### src/rtl/spi_demux_pkg.sv
package spi_demux_pkg;

    localparam int CHAN_MSB    = 7;
    localparam int CHAN_LSB    = 5;
    localparam int LEN_W       = 4;
    localparam int NUM_STREAMS = 4;

    typedef enum logic [2:0] {
        CH_KBD     = 3'd0,
        CH_MOUSE   = 3'd1,
        CH_EVENT   = 3'd2,
        CH_SENDCMD = 3'd3,
        CH_PULLED  = 3'd4,
        CH_RESP    = 3'd5,
        CH_RSV6    = 3'd6,
        CH_RSV7    = 3'd7
    } chan_e;

    typedef enum logic [2:0] {
        SQ_OFF,
        SQ_IDLE,
        SQ_RECV,
        SQ_CHECK,
        SQ_EMIT,
        SQ_ACK
    } seq_state_e;

    typedef enum logic [1:0] {
        CM_IDLE,
        CM_REQ,
        CM_LOADED
    } cmd_state_e;

endpackage

### src/rtl/spi_bit_rx.sv
module spi_bit_rx #(
    parameter int SYNC_STAGES = 2
) (
    input  logic       clk,
    input  logic       rst_n,
    input  logic       en,
    input  logic       sclk,
    input  logic       cs_n,
    input  logic       mosi,
    input  logic [7:0] tx_byte,
    input  logic       tx_valid,
    output logic       frm_start,
    output logic       frm_end,
    output logic       frm_partial,
    output logic       byte_vld,
    output logic [7:0] byte_data,
    output logic       miso
);

    localparam int SW = (SYNC_STAGES < 2) ? 2 : SYNC_STAGES;

    logic [SW-1:0] sclk_s, cs_s, mosi_s;
    logic          sclk_d, cs_d;
    logic          sclk_now, cs_now, mosi_now;
    logic          sclk_rise, sclk_fall, cs_fall, cs_rise;
    logic          in_frame_q;
    logic [2:0]    bitc_q;
    logic [6:0]    sh_q;
    logic [7:0]    tx_sh_q;

    assign sclk_now  = sclk_s[SW-1];
    assign cs_now    = cs_s[SW-1];
    assign mosi_now  = mosi_s[SW-1];
    assign sclk_rise = sclk_now & ~sclk_d;
    assign sclk_fall = ~sclk_now & sclk_d;
    assign cs_fall   = ~cs_now & cs_d;
    assign cs_rise   = cs_now & ~cs_d;

    // input synchronisers
    always_ff @(posedge clk or negedge rst_n) begin
        if (!rst_n) begin
            sclk_s <= '0;
            cs_s   <= '1;
            mosi_s <= '0;
            sclk_d <= 1'b0;
            cs_d   <= 1'b1;
        end else begin
            sclk_s <= {sclk_s[SW-2:0], sclk};
            cs_s   <= {cs_s[SW-2:0], cs_n};
            mosi_s <= {mosi_s[SW-2:0], mosi};
            sclk_d <= sclk_now;
            cs_d   <= cs_now;
        end
    end

    always_ff @(posedge clk or negedge rst_n) begin
        if (!rst_n) begin
            in_frame_q  <= 1'b0;
            bitc_q      <= '0;
            sh_q        <= '0;
            tx_sh_q     <= '0;
            frm_start   <= 1'b0;
            frm_end     <= 1'b0;
            frm_partial <= 1'b0;
            byte_vld    <= 1'b0;
            byte_data   <= '0;
        end else begin
            frm_start <= 1'b0;
            frm_end   <= 1'b0;
            byte_vld  <= 1'b0;
            if (!en) begin
                in_frame_q <= 1'b0;
                bitc_q     <= '0;
            end else if (cs_fall) begin
                in_frame_q <= 1'b1;
                bitc_q     <= '0;
                frm_start  <= 1'b1;
                tx_sh_q    <= tx_valid ? tx_byte : 8'h00;
            end else if (cs_rise && in_frame_q) begin
                in_frame_q  <= 1'b0;
                frm_end     <= 1'b1;
                frm_partial <= (bitc_q != 3'd0);
                bitc_q      <= '0;
            end else if (in_frame_q) begin
                if (sclk_rise) begin
                    sh_q   <= {sh_q[5:0], mosi_now};
                    bitc_q <= bitc_q + 3'd1;
                    if (bitc_q == 3'd7) begin
                        byte_vld  <= 1'b1;
                        byte_data <= {sh_q, mosi_now};
                    end
                end
                if (sclk_fall) begin
                    tx_sh_q <= {tx_sh_q[6:0], 1'b0};
                end
            end
        end
    end

    assign miso = in_frame_q & tx_sh_q[7];

    // a completed byte is only reported inside a frame
    AST_BYTE_IN_FRAME: assert property (@(posedge clk) disable iff (!rst_n)
        byte_vld |-> $past(in_frame_q));

endmodule

### src/rtl/frame_seq.sv
module frame_seq
    import spi_demux_pkg::*;
#(
    parameter int MAX_BYTES   = 16,
    parameter int RDY_LOW_CYC = 4
) (
    input  logic                   clk,
    input  logic                   rst_n,
    input  logic                   en,
    input  logic                   frm_start,
    input  logic                   frm_end,
    input  logic                   frm_partial,
    input  logic                   byte_vld,
    input  logic [7:0]             byte_data,
    output logic                   rdy,
    output logic [7:0]             out_data,
    output logic [NUM_STREAMS-1:0] out_stb,
    output logic                   out_last,
    output logic                   frame_err,
    output logic                   ev_sendcmd,
    output logic                   ev_resp
);

    localparam int CNT_W = $clog2(MAX_BYTES + 1);
    localparam int IDX_W = (MAX_BYTES > 1) ? $clog2(MAX_BYTES) : 1;
    localparam int LOW_N = (RDY_LOW_CYC < 2) ? 2 : RDY_LOW_CYC;
    localparam int ACK_W = $clog2(LOW_N + 1);

    seq_state_e state_q, state_d;

    logic [7:0]       fbuf [MAX_BYTES];
    logic [CNT_W-1:0] cnt_q, idx_q;
    logic [ACK_W-1:0] ack_q;
    logic             ovf_q, part_q;
    logic [1:0]       sel_q;

    logic [7:0]       hdr;
    chan_e            chan;
    logic             size_ok, good, routed, last_byte;
    logic [1:0]       sel_d;

    // header decode and validity
    always_comb begin
        hdr     = fbuf[0];
        chan    = chan_e'(hdr[CHAN_MSB:CHAN_LSB]);
        size_ok = (cnt_q != '0) &&
                  (int'(cnt_q) == int'(hdr[LEN_W-1:0]) + 1);
        good    = size_ok && !ovf_q && !part_q &&
                  (chan != CH_RSV6) && (chan != CH_RSV7);
        routed  = (chan == CH_KBD) || (chan == CH_MOUSE) ||
                  (chan == CH_EVENT) || (chan == CH_RESP);
        unique case (chan)
            CH_KBD:   sel_d = 2'd0;
            CH_MOUSE: sel_d = 2'd1;
            CH_EVENT: sel_d = 2'd2;
            default:  sel_d = 2'd3;
        endcase
        last_byte = (idx_q == cnt_q - CNT_W'(1));
    end

    // state register
    always_ff @(posedge clk or negedge rst_n) begin
        if (!rst_n) state_q <= SQ_OFF;
        else        state_q <= state_d;
    end

    // next state
    always_comb begin
        state_d = state_q;
        unique case (state_q)
            SQ_OFF:   if (en) state_d = SQ_IDLE;
            SQ_IDLE:  if (!en) state_d = SQ_OFF;
                      else if (frm_start) state_d = SQ_RECV;
            SQ_RECV:  if (!en) state_d = SQ_OFF;
                      else if (frm_end) state_d = SQ_CHECK;
            SQ_CHECK: state_d = (good && routed) ? SQ_EMIT : SQ_ACK;
            SQ_EMIT:  if (last_byte) state_d = SQ_ACK;
            SQ_ACK:   if (ack_q == ACK_W'(LOW_N - 1))
                          state_d = en ? SQ_IDLE : SQ_OFF;
            default:  state_d = SQ_OFF;
        endcase
    end

    // outputs
    always_comb begin
        rdy        = 1'b0;
        out_stb    = '0;
        out_data   = 8'h00;
        out_last   = 1'b0;
        frame_err  = 1'b0;
        ev_sendcmd = 1'b0;
        ev_resp    = 1'b0;
        unique case (state_q)
            SQ_IDLE, SQ_RECV: rdy = 1'b1;
            SQ_CHECK: begin
                frame_err  = !good;
                ev_sendcmd = good && (chan == CH_SENDCMD);
                ev_resp    = good && (chan == CH_RESP);
            end
            SQ_EMIT: begin
                out_stb[sel_q] = 1'b1;
                out_data       = fbuf[idx_q[IDX_W-1:0]];
                out_last       = last_byte;
            end
            default: ;
        endcase
    end

    // frame buffer
    for (genvar g = 0; g < MAX_BYTES; g++) begin : g_buf
        always_ff @(posedge clk) begin
            if (state_q == SQ_RECV && byte_vld && int'(cnt_q) == g)
                fbuf[g] <= byte_data;
        end
    end

    // counters and flags
    always_ff @(posedge clk or negedge rst_n) begin
        if (!rst_n) begin
            cnt_q  <= '0;
            idx_q  <= '0;
            ack_q  <= '0;
            ovf_q  <= 1'b0;
            part_q <= 1'b0;
            sel_q  <= '0;
        end else begin
            unique case (state_q)
                SQ_IDLE: if (frm_start) begin
                    cnt_q  <= '0;
                    ovf_q  <= 1'b0;
                    part_q <= 1'b0;
                end
                SQ_RECV: begin
                    if (byte_vld) begin
                        if (int'(cnt_q) == MAX_BYTES) ovf_q <= 1'b1;
                        else                          cnt_q <= cnt_q + CNT_W'(1);
                    end
                    if (frm_end) part_q <= frm_partial;
                end
                SQ_CHECK: begin
                    idx_q <= '0;
                    ack_q <= '0;
                    sel_q <= sel_d;
                end
                SQ_EMIT: idx_q <= idx_q + CNT_W'(1);
                SQ_ACK:  ack_q <= ack_q + ACK_W'(1);
                default: ;
            endcase
        end
    end

    AST_CNT_BOUND: assert property (@(posedge clk) disable iff (!rst_n)
        int'(cnt_q) <= MAX_BYTES);
    AST_RDY_PULSE: assert property (@(posedge clk) disable iff (!rst_n)
        ($fell(rdy) && en) |=> !rdy);
    AST_STB_ONEHOT: assert property (@(posedge clk) disable iff (!rst_n)
        $onehot0(out_stb));
    AST_ERR_NO_EMIT: assert property (@(posedge clk) disable iff (!rst_n)
        frame_err |=> (out_stb == '0));

endmodule

### src/rtl/cmd_handshake.sv
module cmd_handshake
    import spi_demux_pkg::*;
#(
    parameter int TIMEOUT_CYC = 40_000_000
) (
    input  logic       clk,
    input  logic       rst_n,
    input  logic       cmd_start,
    input  logic [7:0] cmd_code,
    input  logic       ev_sendcmd,
    input  logic       ev_resp,
    input  logic       frm_start,
    output logic       cmd_req,
    output logic       cmd_busy,
    output logic       cmd_done,
    output logic       cmd_err,
    output logic [7:0] tx_byte,
    output logic       tx_valid
);

    localparam int TMR_W = $clog2(TIMEOUT_CYC + 1);

    cmd_state_e state_q, state_d;
    logic [TMR_W-1:0] tmr_q;
    logic [7:0]       code_q;
    logic             expired;

    assign expired = (state_q != CM_IDLE) && (tmr_q == TMR_W'(TIMEOUT_CYC - 1));

    // state register
    always_ff @(posedge clk or negedge rst_n) begin
        if (!rst_n) state_q <= CM_IDLE;
        else        state_q <= state_d;
    end

    // next state
    always_comb begin
        state_d = state_q;
        unique case (state_q)
            CM_IDLE:   if (cmd_start) state_d = CM_REQ;
            CM_REQ:    if (ev_resp || expired) state_d = CM_IDLE;
                       else if (ev_sendcmd) state_d = CM_LOADED;
            CM_LOADED: if (ev_resp || expired) state_d = CM_IDLE;
            default:   state_d = CM_IDLE;
        endcase
    end

    // outputs
    always_comb begin
        cmd_req  = (state_q == CM_REQ);
        cmd_busy = (state_q != CM_IDLE);
        tx_byte  = code_q;
    end

    always_ff @(posedge clk or negedge rst_n) begin
        if (!rst_n) begin
            tmr_q    <= '0;
            code_q   <= '0;
            tx_valid <= 1'b0;
            cmd_done <= 1'b0;
            cmd_err  <= 1'b0;
        end else begin
            cmd_done <= (state_q != CM_IDLE) && ev_resp;
            cmd_err  <= expired && !ev_resp;
            if (state_q == CM_IDLE) begin
                tmr_q <= '0;
                if (cmd_start) code_q <= cmd_code;
            end else begin
                tmr_q <= tmr_q + TMR_W'(1);
            end
            if (state_q == CM_REQ && ev_sendcmd && !ev_resp && !expired)
                tx_valid <= 1'b1;
            else if (frm_start || (expired && !ev_resp))
                tx_valid <= 1'b0;
        end
    end

    AST_REQ_FROM_START: assert property (@(posedge clk) disable iff (!rst_n)
        $rose(cmd_req) |-> $past(cmd_start));
    AST_SENDCMD_DROPS_REQ: assert property (@(posedge clk) disable iff (!rst_n)
        (ev_sendcmd && cmd_req) |=> !cmd_req);
    AST_DONE_IDLE: assert property (@(posedge clk) disable iff (!rst_n)
        cmd_done |-> !cmd_req);
    AST_ERR_REQ_LOW: assert property (@(posedge clk) disable iff (!rst_n)
        cmd_err |-> (!cmd_req && !$past(cmd_done)));
    AST_REFUSE_BUSY: assert property (@(posedge clk) disable iff (!rst_n)
        (cmd_busy && cmd_start) |=> $stable(code_q));

endmodule

### src/rtl/spi_chan_demux.sv
module spi_chan_demux
    import spi_demux_pkg::*;
#(
    parameter int MAX_BYTES   = 16,
    parameter int RDY_LOW_CYC = 4,
    parameter int TIMEOUT_CYC = 40_000_000,
    parameter int SYNC_STAGES = 2
) (
    input  logic       clk,
    input  logic       rst_n,
    input  logic       rx_en,
    input  logic       spi_sclk,
    input  logic       spi_cs_n,
    input  logic       spi_mosi,
    output logic       spi_miso,
    output logic       host_rdy,
    output logic       host_cmd_req,
    input  logic       cmd_start,
    input  logic [7:0] cmd_code,
    output logic       cmd_busy,
    output logic       cmd_done,
    output logic       cmd_err,
    output logic [7:0] out_data,
    output logic [3:0] out_stb,
    output logic       out_last,
    output logic       frame_err
);

    logic       frm_start, frm_end, frm_partial, byte_vld;
    logic [7:0] byte_data, tx_byte;
    logic       tx_valid, ev_sendcmd, ev_resp;

    spi_bit_rx #(.SYNC_STAGES(SYNC_STAGES)) u_bit_rx (
        .clk        (clk),
        .rst_n      (rst_n),
        .en         (rx_en),
        .sclk       (spi_sclk),
        .cs_n       (spi_cs_n),
        .mosi       (spi_mosi),
        .tx_byte    (tx_byte),
        .tx_valid   (tx_valid),
        .frm_start  (frm_start),
        .frm_end    (frm_end),
        .frm_partial(frm_partial),
        .byte_vld   (byte_vld),
        .byte_data  (byte_data),
        .miso       (spi_miso)
    );

    frame_seq #(.MAX_BYTES(MAX_BYTES), .RDY_LOW_CYC(RDY_LOW_CYC)) u_seq (
        .clk        (clk),
        .rst_n      (rst_n),
        .en         (rx_en),
        .frm_start  (frm_start),
        .frm_end    (frm_end),
        .frm_partial(frm_partial),
        .byte_vld   (byte_vld),
        .byte_data  (byte_data),
        .rdy        (host_rdy),
        .out_data   (out_data),
        .out_stb    (out_stb),
        .out_last   (out_last),
        .frame_err  (frame_err),
        .ev_sendcmd (ev_sendcmd),
        .ev_resp    (ev_resp)
    );

    cmd_handshake #(.TIMEOUT_CYC(TIMEOUT_CYC)) u_cmd (
        .clk       (clk),
        .rst_n     (rst_n),
        .cmd_start (cmd_start),
        .cmd_code  (cmd_code),
        .ev_sendcmd(ev_sendcmd),
        .ev_resp   (ev_resp),
        .frm_start (frm_start),
        .cmd_req   (host_cmd_req),
        .cmd_busy  (cmd_busy),
        .cmd_done  (cmd_done),
        .cmd_err   (cmd_err),
        .tx_byte   (tx_byte),
        .tx_valid  (tx_valid)
    );

endmodule

### config.mk
export PLATFORM = sky130hd
export DESIGN_NAME = spi_chan_demux
export DESIGN_NICKNAME = d
export VERILOG_FILES = /design/src/rtl/spi_demux_pkg.sv /design/src/rtl/spi_bit_rx.sv /design/src/rtl/frame_seq.sv /design/src/rtl/cmd_handshake.sv /design/src/rtl/spi_chan_demux.sv
export SDC_FILE = /design/constraint.sdc
export NUM_CORES = 1
export LEC_CHECK = 0
export CAP_MARGIN = 20
export CORE_ASPECT_RATIO = 0.7
export CORE_MARGIN = 4
export CORE_UTILIZATION = 60
export DETAILED_ROUTE_END_ITERATION = 6
export PLACE_DENSITY = 0.78
export SYNTH_ARGS = -nofsm -noshare
export SYNTH_HDL_FRONTEND = slang
export SYNTH_SLANG_ARGS = --single-unit
### constraint.sdc
create_clock -name clk -period 3.9 [get_ports clk]
set_input_delay 1.17 -clock clk [delete_from_list [all_inputs] [get_ports clk]]
set_output_delay 1.17 -clock clk [all_outputs]
set_load 0.05 [all_outputs]
==> results.toml <==
[pwr]
leakagePower_nw = 4.04
switchingPower_mw = 1.48
switching_share_pct = 27.0
power.internal_mw = 4.00
power.density_mw_per_mm2 = 492
clkPwrFrac_pct = 33.3
pwr-share-seq_pct = 50.5
p_total_mw = 5.48
ir_drop_mv = 0.259
pwr-share-comb_pct = 16.2

[layout]
final_common_cell = "edfxtp_1"
area_delta_synth_final_pct = 13.9
diodes = 0
layout_common_cells = "edfxtp_1, dfrtp_1, nor2_1"
seq_area_mm2 = 0.00630
fillers = 1010
drive_gt1_share_pct = 20.3
nets = 756
multi_input_area_mm2 = 0.00328

[grt]
grt_pass1_wl_mm = 34.0
gr-usage-all-layers_pct = 23.9
antenna_found_initial = 0
grt_max_degree = 64
first_global_vias = 5934
overflow = 0

[floorplan]
pin_count = 35
die-area_mm2 = 0.0184
start_util_pct = 62.1
fp.coreArea_mm2 = 0.0157
placementRows = 38
dieWidth_um = 161
die_h_um = 115

[min_path]
min_path_type = "register to register"

[clock_network]
clock_sinks = 226
cts_buffer_depth = 3
clock_latency_ps = 500
htreeDepth = 1
clk_pin_slew_ps = 60
cts_root_buf = "clkbuf_16"
cts_buffers = 21
postCtsHoldBufs = 0
cts_tree = "built"

[synthesis]
synth-seq-cells = 226
ys_warn_count = 0
yosys.area_share.adder_pct = 1.79
synth-simple-area-share_pct = 11.6
yosysSeqAreaShare_pct = 64.5
synth_top_area_share_pct = 39.3
synth-compound-area-share_pct = 4.34
synth_top_family_by_area = "multiplexers"
synth_area_per_cell_um2 = 14.5
syn_nets = 703
yosys.area.top_type = "edfxtp_1"
synth_edf_count = 128
synth_mux_area_share_pct = 12.3
syn_inst = 674
netlist_area_mm2 = 0.00977
synth_cell_types = 59
synth_flop_cell = "edfxtp_1"
synth_area_leaders = "edfxtp_1, dfrtp_1, mux4_2"
synth-xor-area-share_pct = 3.23
async_flop_share_pct = 43.4

[setup_path]
cp_slowest_cell = "dfrtp_1"
cp-end-kind = "output pin"
cp_max_fo = 9
cpPeakStageDelay_ps = 550
start_kind = "register"
cp.required_ps = 2730
crit_chain = "inv_1, ha_1, xnor2_1, nor3_1, and3_1, buf_12"
critPathKind = "register to output pin"
crit_arrival_ps = 2670

[sta]
drv_slew = 0
rsz0062_at_grt = "no"
setup_tns_ps = 0
finalCriticalPeriod_ps = 3840
worst_slew_pin_slew_ps = 843
hold_viol_final = 0
finalSetupViolations = 0
skew_ps = 11.7
fmax_mhz = 261
relSlewSlack_pct = 43.6
period_share_pct = 98.4

[drt]
vias_per_cell = 6.20
dr.pass1.iters = 5
vias = 5952
drt-total-wl_mm = 21.6
wl_per_cell_um = 22.5
drtIter0Drc = 703
ant_nets = 0
drc_errors = 0

[place]
io_buffers = 34
dp_hpwl_mm = 13.5
gp_congestion = 0.897

[run_status]
status = "complete, no violations"

[job]
drv_cap = 0
timing repair:
action / CTS / global route
gates resized for setup: 2 / 2
gates cloned: 0 / 1
setup buffers: 0 / 2
endpoints found under the setup margin: 2 / 7
worst max-delay path, delay by kind of cell (launching register included):
family	cells	cell delay [ps]
simple gates	2	820
flops	1	550
fa+ha+maj	1	360
buf+inv	2	300
xor+xnor	1	140
power groups by stage:
stage	combinational (mW)	clock [mW]	sequential, mW
5_1_grt	0.956	1.96	2.79
3_3_place_gp	0.823	0	2.80
3_5_place_dp	0.848	0	2.81
6_report	0.886	1.83	2.77
4_1_cts	0.861	1.84	2.77
2_1_floorplan	0.676	0	2.74
cells in the mapped netlist (6+ instances only):
cell and instances:
clkbuf_1 21, xnor2_1 21, mux2_2 26, nand3b_1 6, nor3_1 13, ha_1 14, dfrtp_1 95, a21oi_1 10
nand3_1 22, inv_1 16, nand2_1 42, nor2_1 63, nand4_1 9, mux4_2 40, a31oi_1 11, edfxtp_1 128
nor2b_1 9, nand2b_1 12, and2_1 19, xor2_1 15, o21ai_0 9
state kept, by name, summed over array words and instances, names as in the netlist, 2 cells and up:
| name | count |
|---|---|
| u_seq.fbuf | 128 |
| u_cmd.state_q | 2 |
| u_seq.cnt_q | 5 |
| u_cmd.tmr_q | 26 |
| u_bit_rx.cs_s | 2 |
| u_bit_rx.sh_q | 7 |
| u_seq.state_q | 3 |
| u_seq.idx_q | 5 |
| u_bit_rx.sclk_s | 2 |
| u_bit_rx.byte_data | 8 |
| u_bit_rx.mosi_s | 2 |
| u_bit_rx.bitc_q | 3 |
| u_seq.ack_q | 3 |
| u_seq.sel_q | 2 |
| u_bit_rx.tx_sh_q | 8 |
| u_cmd.tx_byte | 8 |
metrics by stage:
step	hold WS [ps]	setup WS, ps	cell area [um^2]	instances	utilization (%)
floorplan	331	486	9770	674	-
global placement	333	577	10500	920	66.6
detailed placement	336	497	10500	920	66.6
CTS	353	21.8	11100	956	70.4
global route	363	8.19	11100	960	70.7
finish	350	62.6	11100	960	70.7
layout make-up:
class                   count  share of cell area (%)
flip-flops and latches    226                    56.6
multi-input cells         399                    29.4
repair buffers             63                    5.63
clock buffers              25                    4.86
well taps                 220                    2.47
inverters                  16                   0.539
clock inverters            11                   0.472
final timing paths:
| kind | from | end | slack [ps] | cells after the start |
|---|---|---|---|---|
| max in group asynchronous | rst_n | u_bit_rx.cs_s[1]$_DFF_PN1_ | 2380 | 2 |
| min | u_bit_rx.mosi_s[0]$_DFF_PN0_ | u_bit_rx.mosi_s[1]$_DFF_PN0_ | 350 | 0 |
| min reg2reg | u_bit_rx.mosi_s[0]$_DFF_PN0_ | u_bit_rx.mosi_s[1]$_DFF_PN0_ | 350 | 0 |
| max | u_seq.cnt_q[0]$_DFFE_PN0P_ | out_last | 60 | 6 |
| min in group asynchronous | rst_n | u_cmd.tx_byte[1]$_DFFE_PN0P_ | 760 | 1 |
| max reg2reg | u_seq.state_q[0]$_DFFE_PN0P_ | u_seq.fbuf[10][6]$_DFFE_PP_ | 870 | 5 |
cell families after synthesis:
logic type	after synthesis
AND/OR/NAND/NOR	222
adder cells (fa/ha/maj)	14
flip-flops	226
AO/OA/AOI/OAI	60
buffers and inverters	49
multiplexers	67
XOR/XNOR	36
routing by layer:
layer | vias up | GRT usage (%) | share of wire [%]
met1 | 3026 | 36.0 | 42
met4 | 0 | 5.04 | 2.0
met5 | - | 0 | 0
met3 | 37 | 4.77 | 9.1
li1 | 2609 | - | -
met2 | 280 | 37.4 | 47
No activity file was read; power rests on OpenSTA's default activity.
